### config.mk
export PLATFORM = sky130hd
export DESIGN_NAME = vc_bus_link
export DESIGN_NICKNAME = d
export VERILOG_FILES = /design/src/rtl/vc_pkg.sv /design/src/rtl/vc_dict_store.sv /design/src/rtl/vc_dict_match.sv /design/src/rtl/vc_tx.sv /design/src/rtl/vc_rx.sv /design/src/rtl/vc_bus_link.sv
export SDC_FILE = /design/constraint.sdc
export NUM_CORES = 1
export LEC_CHECK = 0
export ABC_AREA = 0
export CORE_ASPECT_RATIO = 0.7
export CORE_MARGIN = 5
export CORE_UTILIZATION = 30
export DETAILED_ROUTE_END_ITERATION = 7
export GPL_ROUTABILITY_DRIVEN = 1
export SKIP_LAST_GASP = 1
export SYNTH_ARGS = -nofsm -noshare
export SYNTH_HDL_FRONTEND = slang
export SYNTH_SLANG_ARGS = --single-unit
### constraint.sdc
create_clock -name clk -period 3 [get_ports clk]
set_clock_uncertainty 0.15 [all_clocks]
set_input_delay 0.9 -clock clk [delete_from_list [all_inputs] [get_ports clk]]
set_output_delay 0.9 -clock clk [all_outputs]
set_load 0.005 [all_outputs]
### src/rtl/vc_pkg.sv
package vc_pkg;

    // Kind of action the transmitter takes for one cycle
    typedef enum logic [1:0] {
        XF_IDLE = 2'd0,
        XF_HIT  = 2'd1,
        XF_NEW  = 2'd2
    } xfer_kind_e;

    // Width of a slot index for a dictionary of n slots
    function automatic int idx_width(input int n);
        return (n > 1) ? $clog2(n) : 1;
    endfunction

endpackage

### src/rtl/vc_dict_store.sv
// Dictionary storage: slot contents, valid flags and round-robin fill pointer.
module vc_dict_store #(
    parameter int W = 16,
    parameter int K = 4
) (
    input  logic           clk,
    input  logic           rst_n,
    input  logic           wr_en,
    input  logic [W-1:0]   wr_data,
    output logic [K*W-1:0] tab_ent,
    output logic [K-1:0]   tab_vld
);
    localparam int IW = vc_pkg::idx_width(K);
    localparam logic [IW-1:0] LAST = IW'(K - 1);

    typedef struct packed {
        logic [K-1:0][W-1:0] ent;
        logic [K-1:0]        vld;
        logic [IW-1:0]       ptr;
    } store_t;

    store_t st_d, st_q;

    always_comb begin
        st_d = st_q;
        if (wr_en) begin
            st_d.ent[st_q.ptr] = wr_data;
            st_d.vld[st_q.ptr] = 1'b1;
            st_d.ptr = (st_q.ptr == LAST) ? '0 : st_q.ptr + 1'b1;
        end
    end

    always_ff @(posedge clk) begin
        if (!rst_n) begin
            st_q <= '0;
        end else begin
            st_q <= st_d;
        end
    end

    assign tab_ent = st_q.ent;
    assign tab_vld = st_q.vld;

endmodule

### src/rtl/vc_dict_match.sv
// Combinational lookup: lowest valid slot whose content equals the key.
module vc_dict_match #(
    parameter int W = 16,
    parameter int K = 4
) (
    input  logic [K*W-1:0] tab_ent,
    input  logic [K-1:0]   tab_vld,
    input  logic [W-1:0]   key,
    output logic           hit,
    output logic [vc_pkg::idx_width(K)-1:0] hit_idx
);
    localparam int IW = vc_pkg::idx_width(K);

    logic [K-1:0] eq;

    for (genvar g = 0; g < K; g++) begin : g_cmp
        assign eq[g] = tab_vld[g] && (tab_ent[g*W +: W] == key);
    end

    always_comb begin
        hit     = 1'b0;
        hit_idx = '0;
        for (int i = K - 1; i >= 0; i--) begin
            if (eq[i]) begin
                hit     = 1'b1;
                hit_idx = IW'(i);
            end
        end
    end

endmodule

### src/rtl/vc_tx.sv
// Transmitting end: decides per word between a slot-line flip and a full word.
module vc_tx #(
    parameter int W = 16,
    parameter int K = 4
) (
    input  logic           clk,
    input  logic           rst_n,
    input  logic           in_valid,
    input  logic [W-1:0]   in_data,
    output logic [W-1:0]   bus_data,
    output logic [K-1:0]   bus_hit,
    output logic           bus_new,
    output logic [K*W-1:0] tab_ent,
    output logic [K-1:0]   tab_vld
);
    import vc_pkg::*;
    localparam int IW = idx_width(K);

    typedef struct packed {
        logic [W-1:0] data;
        logic [K-1:0] hit;
        logic         nw;
    } tx_t;

    tx_t           tx_d, tx_q;
    logic          lk_hit;
    logic [IW-1:0] lk_idx;
    xfer_kind_e    kind;

    vc_dict_match #(.W(W), .K(K)) u_match (
        .tab_ent (tab_ent),
        .tab_vld (tab_vld),
        .key     (in_data),
        .hit     (lk_hit),
        .hit_idx (lk_idx)
    );

    vc_dict_store #(.W(W), .K(K)) u_store (
        .clk     (clk),
        .rst_n   (rst_n),
        .wr_en   (kind == XF_NEW),
        .wr_data (in_data),
        .tab_ent (tab_ent),
        .tab_vld (tab_vld)
    );

    always_comb begin
        if (!in_valid)   kind = XF_IDLE;
        else if (lk_hit) kind = XF_HIT;
        else             kind = XF_NEW;
    end

    always_comb begin
        tx_d = tx_q;
        case (kind)
            XF_HIT: tx_d.hit[lk_idx] = ~tx_q.hit[lk_idx];
            XF_NEW: begin
                tx_d.data = in_data;
                tx_d.nw   = ~tx_q.nw;
            end
            default: ;
        endcase
    end

    always_ff @(posedge clk) begin
        if (!rst_n) begin
            tx_q <= '0;
        end else begin
            tx_q <= tx_d;
        end
    end

    assign bus_data = tx_q.data;
    assign bus_hit  = tx_q.hit;
    assign bus_new  = tx_q.nw;

endmodule

### src/rtl/vc_rx.sv
// Receiving end: decodes line flips back into words using its own dictionary.
module vc_rx #(
    parameter int W = 16,
    parameter int K = 4
) (
    input  logic           clk,
    input  logic           rst_n,
    input  logic [W-1:0]   bus_data,
    input  logic [K-1:0]   bus_hit,
    input  logic           bus_new,
    output logic           out_valid,
    output logic [W-1:0]   out_data,
    output logic [K*W-1:0] tab_ent,
    output logic [K-1:0]   tab_vld
);
    typedef struct packed {
        logic [K-1:0] hit_seen;
        logic         new_seen;
        logic         vld;
        logic [W-1:0] data;
    } rx_t;

    rx_t          rx_d, rx_q;
    logic [K-1:0] flip;
    logic         new_flip;

    assign flip     = bus_hit ^ rx_q.hit_seen;
    assign new_flip = bus_new ^ rx_q.new_seen;

    vc_dict_store #(.W(W), .K(K)) u_store (
        .clk     (clk),
        .rst_n   (rst_n),
        .wr_en   (new_flip),
        .wr_data (bus_data),
        .tab_ent (tab_ent),
        .tab_vld (tab_vld)
    );

    always_comb begin
        rx_d          = rx_q;
        rx_d.hit_seen = bus_hit;
        rx_d.new_seen = bus_new;
        rx_d.vld      = 1'b0;
        if (new_flip) begin
            rx_d.vld  = 1'b1;
            rx_d.data = bus_data;
        end else begin
            for (int i = K - 1; i >= 0; i--) begin
                if (flip[i]) begin
                    rx_d.vld  = 1'b1;
                    rx_d.data = tab_ent[i*W +: W];
                end
            end
        end
    end

    always_ff @(posedge clk) begin
        if (!rst_n) begin
            rx_q <= '0;
        end else begin
            rx_q <= rx_d;
        end
    end

    assign out_valid = rx_q.vld;
    assign out_data  = rx_q.data;

endmodule

### src/rtl/vc_bus_link.sv
// Top: transmitting end and receiving end joined by the encoded bus.
module vc_bus_link #(
    parameter int W = 16,
    parameter int K = 4
) (
    input  logic         clk,
    input  logic         rst_n,
    input  logic         in_valid,
    input  logic [W-1:0] in_data,
    output logic [W-1:0] bus_data,
    output logic [K-1:0] bus_hit,
    output logic         bus_new,
    output logic         out_valid,
    output logic [W-1:0] out_data
);
    logic [K*W-1:0] tx_ent, rx_ent;
    logic [K-1:0]   tx_vld, rx_vld;

    vc_tx #(.W(W), .K(K)) u_tx (
        .clk      (clk),
        .rst_n    (rst_n),
        .in_valid (in_valid),
        .in_data  (in_data),
        .bus_data (bus_data),
        .bus_hit  (bus_hit),
        .bus_new  (bus_new),
        .tab_ent  (tx_ent),
        .tab_vld  (tx_vld)
    );

    vc_rx #(.W(W), .K(K)) u_rx (
        .clk       (clk),
        .rst_n     (rst_n),
        .bus_data  (bus_data),
        .bus_hit   (bus_hit),
        .bus_new   (bus_new),
        .out_valid (out_valid),
        .out_data  (out_data),
        .tab_ent   (rx_ent),
        .tab_vld   (rx_vld)
    );

endmodule

Word level (Yosys, flattened, before mapping)
Cells that the tools add are included.
- register bits: 179
- input bits: 19
- $add $sub $neg: 2
- $lt $le $gt $ge: 6
- equal/unequal tests: 8
- muxes and demuxes: 30
- bitwise logic cells: 5
- reduce and logical (&&, ||, !) cells: 8
- operator list (cell ; number):
    $bwmux W64 ; 2
    $mux W17 ; 5
    $demux W16 S2 ; 2
    $eq A16 B16 Y1 ; 4
    $mux W16 ; 2
    $mux W2 ; 8
    $lt A2 B3 Y1 const B ; 3
    $logic_and A1 B1 Y1 ; 7
    $mux W1 ; 7
    $eq A2 B2 Y1 const B ; 3
    $ge A2 B1 Y1 const B ; 3
    $reduce_bool A5 Y1 ; 1
    $add A2 B1 Y2 const B ; 2
    $bwmux W4 ; 1
    $demux W1 S2 ; 2
    $or A4 B4 Y4 ; 1
    $xor A4 B4 Y4 ; 1
    $bmux W1 S2 ; 1
    $eq A2 B1 Y1 const B ; 1
    $not A1 Y1 ; 2
    $xor A1 B1 Y1 ; 1

Longest topological paths before layout
- depth in word-level cells: 11
- depth in mapped cells: 10

Hierarchy
From an unflattened synthesis, not the netlist that was laid out.
- cell total of the unflattened synthesis: 961
- area total of the unflattened synthesis: 9301.4 µm²
- modules (own cells, without submodules) (module ; instances ; cells each ; area each (µm²)):
    vc_dict_store ; 2 ; 320 ; 3145.5
    vc_rx ; 1 ; 135 ; 1367.6
    vc_tx ; 1 ; 91 ; 872.1
    vc_dict_match ; 1 ; 95 ; 770.7

Worst setup path before layout
No wires, ideal clock.
- path kind: input port to flip-flop
- start point: input in_data[10]
- end point: register u_tx.tx_q (netlist bit u_tx.bus_new)
- setup time: 0.121 ns
- data arrival time: 2.771 ns
- data required time: 2.729 ns
- path slack: -0.042 ns
- stages: 8
- buffers on the path: 2
- cells stage by stage: clkbuf_1 xnor2_1 nand4_1 or4_1 o22a_4 and3_1 buf_6 mux2_4
- word-level cells in the longest chain between the ends: 9
- elaborated cells on any way between the ends: 15
- RTL lines (item ; line ; text):
    start: declaration ; vc_bus_link.sv:9 ; input logic [W-1:0] in_data,
    $eq A16 B16 Y1 ; vc_dict_match.sv:17 ; assign eq[g] = tab_vld[g] && (tab_ent[g*W +: W] == key);
    $logic_and A1 B1 Y1 ; vc_dict_match.sv:17 ;
    $mux W1 (3 in a row) ; vc_dict_match.sv:24 ; if (eq[i]) begin
    $mux W1 * ; vc_dict_match.sv:24 ;
    $mux W2 * ; vc_tx.sv:49 ; else if (lk_hit) kind = XF_HIT;
    $mux W2 * ; vc_tx.sv:48 ; if (!in_valid) kind = XF_IDLE;
    $eq A2 B2 Y1 * ; vc_tx.sv:55 ; case (kind)
    end signal: assignment ; vc_tx.sv:69 ; tx_q <= tx_d;
    end: declaration ; vc_tx.sv:25 ; tx_t tx_d, tx_q;
Mark *: on every way between the ends. The rest lies on a longest branch, timed or not.
A chain may end at the register's enable or synchronous reset.

Final worst setup path
- start point: input in_data[9]
- end point: register u_tx.u_store.st_q[0] (netlist name)
- word-level cells in the longest chain between the ends: 9
- elaborated cells on any way between the ends: 15
- RTL lines (item ; line ; text):
    $eq A16 B16 Y1 ; vc_dict_match.sv:17 ;
    $logic_and A1 B1 Y1 ; vc_dict_match.sv:17 ;
    $mux W1 (3 in a row) ; vc_dict_match.sv:24 ;
    $mux W1 * ; vc_dict_match.sv:24 ;
    $mux W2 * ; vc_tx.sv:49 ;
    $mux W2 * ; vc_tx.sv:48 ;
    $eq A2 B2 Y1 * ; vc_tx.sv:41 ; .wr_en (kind == XF_NEW),
    end signal: assignment ; vc_dict_store.sv:37 ; st_q <= st_d;
    end: declaration ; vc_dict_store.sv:22 ; store_t st_d, st_q;
Marks and branches as above.

==> impl_metrics.yaml <==
outcome:
  run_status: "complete, but fails checks"
  violations: "setup timing"
sta:
  worst_slew_margin_rel_pct: 43.82
  slew_viol_final: 0
  fin_crit_sh_pct: 100.9
  worst_pin_slew_ns: 0.8427
  setup-tns-final_ns: -0.1231
  hold_ws_ns: 0.3045
  final-hold-violation-count: 0
  finalCriticalPeriod_ns: 3.028
  layout_setup_ws_ns: -0.02767
  final-setup-viol-count: 14
  max_freq_ghz: 0.3303
  rsz0062_at_grt: "yes"
synth:
  yosys.area_share.adder_pct: 1.242
  syn-mean-instance-area_um2: 8.748
  postSynthRegisterBits: 179
  share_of_synthesized_cell_area_in_and_or_nand_and_nor_gates_pct: 16.57
  postSynthNetCount: 948
  yosys-top-cells-area: "sky130_fd_sc_hd__dfxtp_1, sky130_fd_sc_hd__mux2i_1, sky130_fd_sc_hd__nand2_1, sky130_fd_sc_hd__a21oi_1, sky130_fd_sc_hd__xnor2_1"
  main_combinational_cell_family_by_area_after_synthesis: "simple AND/OR/NAND/NOR gates"
  synth.cell_area_um2: 8056
  synthDistinctLibCells: 40
  postSynthCellCount: 921
  synth-xor-area-share_pct: 7.719
  synthArstFlopShare_pct: 0
  ys_seq_area_share_pct: 44.48
  yosys-mux-area-fraction_pct: 12.24
  synth_largest_type_area_fraction_pct: 44.48
  synth.yosys.warnings: 0
  synthDominantAreaCellType: "sky130_fd_sc_hd__dfxtp_1"
  synth_enable_flop_cells: 0
  synth-compound-area-share_pct: 10.68
  most_instantiated_flip_flop_cell_in_the_synthesis_netlist: "sky130_fd_sc_hd__dfxtp_1"
power_and_ir_drop:
  power.share.switching_pct: 24.53
  flop_pwr_share_pct: 45.6
  power.share.combinational_pct: 10.9
  p_total_mw: 5.555
  static-leakage-power_nw: 3.587
  power.internal_mw: 4.192
  power_per_cell_area_nw_per_um2: 569.7
  share_clk_of_total_power_pct: 43.5
  p_sw_mw: 1.362
  max-vdd-ir-drop_mv: 0.4220
placed_design:
  gpl.final_weighted_congestion: 0.7903
  placed_cell_area_um2: 8989
  placed_cells_incl_taps: 1301
  placement.setup.worst_slack_ns: -0.6283
  detail_placement_hpwl_um: 15020
  portBuffers: 56
drt:
  detail_route.iter0.violations: 565
  wl_met2_um: 9161
  metal3_wl_um: 1279
  wire_per_inst_um: 16.52
  top_layer_used: "met4"
  route.detailed.drc: 0
  avgViaCountPerCell: 4.802
  routedLengthMet1_um: 11410
  routed-via-count: 6425
  postRouteWirelength_um: 22110
  firstDrtPassIters: 5
  antenna_violating_nets_post_route: 0
critical_path:
  critical_path_class: "in2reg"
  critical-path-slowest-cell: "sky130_fd_sc_hd__or4_4"
  path_delay_family: "simple AND/OR/NAND/NOR gates"
  crit_path_max_incr_delay_ns: 0.65
  maximum_net_fanout_on_the_critical_path: 14
  worstPathBufferInverterCount: 3
  cp.arrival_ns: 3.22
  worstSetupStartpointType: "input pin"
  cp-end-kind: "flop"
  cp_data_required_time_ns: 3.19
  crit_path_cell_trace: "clkdlybuf4s50_1 > buf_4 > xnor2_1 > nand3_1 > or4_4 > and3_2 > buf_8 > o31ai_2"
cells_and_area:
  layoutNonFillerInstCount: 1338
  layout.cell_area.non_filler_um2: 9751
  filler_cell_count: 2690
  syn_to_final_growth_pct: 21.03
  antenna-diode-count: 0
  postLayoutCoreUtil_pct: 36.67
  layout.nets: 990
  final_common_cell: "sky130_fd_sc_hd__nand2_1"
  highest_count_cells_in_the_layout_ignoring_fill_and_taps: "sky130_fd_sc_hd__nand2_1, sky130_fd_sc_hd__dfxtp_1, sky130_fd_sc_hd__a21oi_1"
  layout-drive-gt1-share_pct: 11.60
floorplanning:
  die_x_um: 205.9
  initial_utilization_pct: 30.30
  floorplan.die.height_um: 147.1
  core_region_area_um2: 26590
  fp_rows: 50
  fp.dieArea_um2: 30280
  io_pins: 57
global_routing:
  number_of_antenna_violations_at_the_first_check_in_global_routing: 0
  grt_pass1_vias: 6184
  grtUsageTotal_pct: 14.51
  globalRouteOverflowTotal: 0
  global_route_wire_length_before_repair_um: 34860
  grt_max_degree: 53
clock_network:
  insertion_delay_ns: 0.43
  cts_root_buf: "sky130_fd_sc_hd__clkbuf_16"
  tritoncts.num_buffers: 17
  worst_setup_hold_path_clk_slew_ns: 0.06
  cts.path.max_buffers: 2
  cts.sink_count: 179
  cts_hold_buffers: 0
  ctsHtreeMaxLevel: 4
  clock_tree_from_tritoncts: "yes"
min_path:
  min_path_type: "reg2reg"
job:
  total_of_max_cap_violations: 0
-- flip-flops by register name (all words and copies together) (netlist names) --
name,count
u_rx.u_store.tab_ent,64
u_tx.u_store.tab_ent,64
u_tx.bus_data,16
u_rx.out_data,16
u_rx.out_valid,1
u_tx.bus_new,1
u_rx.rx_q,5
u_tx.u_store.tab_vld,4
u_tx.bus_hit,4
u_tx.u_store.st_q,2
u_rx.u_store.st_q,2
-- tightest hold or removal path, cell delays in order (launching register included) --
cell	delay, ns
sky130_fd_sc_hd__dfxtp_1	0.31
sky130_fd_sc_hd__nand2_1	0.05
sky130_fd_sc_hd__a21oi_1	0.05
-- repair_timing --
action | 4_1_cts | 5_1_grt
setup endpoints to repair | 88 | 88
setup buffers | 3 | 2
pin swaps | 4 | 4
gates resized for setup | 16 | 5
cloned | 0 | 2
-- worst paths after layout --
| path | start | endpoint | slack [ns] | cells past startpoint |
|---|---|---|---|---|
| worst max-delay path | in_data[9] | u_tx.u_store.st_q[0] | -0.03 | 8 |
| worst min register to register | u_rx.u_store.tab_ent[50] | u_rx.u_store.tab_ent[50] | 0.30 | 2 |
| worst min-delay path | u_rx.u_store.tab_ent[50] | u_rx.u_store.tab_ent[50] | 0.30 | 2 |
| worst max register to register | u_tx.u_store.tab_ent[44] | u_tx.u_store.st_q[0] | 0.57 | 8 |
-- cells in the mapped netlist, types with 2 or more instances --
cell                       instances
sky130_fd_sc_hd__buf_2             4
sky130_fd_sc_hd__o22ai_1          16
sky130_fd_sc_hd__a211o_1          16
sky130_fd_sc_hd__buf_4            20
sky130_fd_sc_hd__mux2i_1          97
sky130_fd_sc_hd__a21oi_1         101
sky130_fd_sc_hd__or4_1             2
sky130_fd_sc_hd__clkbuf_1         52
sky130_fd_sc_hd__inv_1             6
sky130_fd_sc_hd__dfxtp_1         179
sky130_fd_sc_hd__xor2_1           27
sky130_fd_sc_hd__and2_1            8
sky130_fd_sc_hd__buf_6            14
sky130_fd_sc_hd__and4_4            4
sky130_fd_sc_hd__o21a_1            4
sky130_fd_sc_hd__nand3_1           6
sky130_fd_sc_hd__nand4_1          10
sky130_fd_sc_hd__xnor2_1          44
sky130_fd_sc_hd__nor3_1            4
sky130_fd_sc_hd__nor2_1           22
sky130_fd_sc_hd__nor4_1            7
sky130_fd_sc_hd__nand2_1         253
sky130_fd_sc_hd__ha_1              8
-- cell families (layout without fill, tap and decap cells) --
kind of cell | count (synthesis) | in the layout
AO/OA/AOI/OAI | 146 | 146
XOR/XNOR | 71 | 71
adder cells (fa/ha/maj) | 8 | 8
buffers and inverters | 98 | 149
flip-flops | 179 | 179
multiplexers | 98 | 98
AND/OR/NAND/NOR | 321 | 323
-- cell type report --
| type | instances | area, um^2 | share of cell area, % |
|---|---|---|---|
| clock buffers | 20 | 436.7 | 4.478 |
| clock inverters | 10 | 183.9 | 1.886 |
| inverters | 6 | 22.52 | 0.2310 |
| multi-input cells | 646 | 4023 | 41.25 |
| flip-flops and latches | 179 | 3583 | 36.75 |
| well taps | 364 | 455.4 | 4.671 |
| repair buffers | 113 | 1046 | 10.73 |
-- metal layers --
metal,track usage (%),vias up
li1,-,3147
met1,22.57,3088
met2,20.36,169
met3,2.670,21
met4,3.790,0
met5,0,-
-- power by group through the flow --
stage          logic (mW)  clock network [mW]  registers, mW
6_report            0.607                2.41           2.53
3_5_place_dp        0.583                   0           2.58
5_1_grt             0.658                2.56           2.54
4_1_cts             0.591                2.45           2.53
2_1_floorplan       0.381                   0           2.57
3_3_place_gp        0.576                   0           2.58
(Power assumes the default switching activity.)
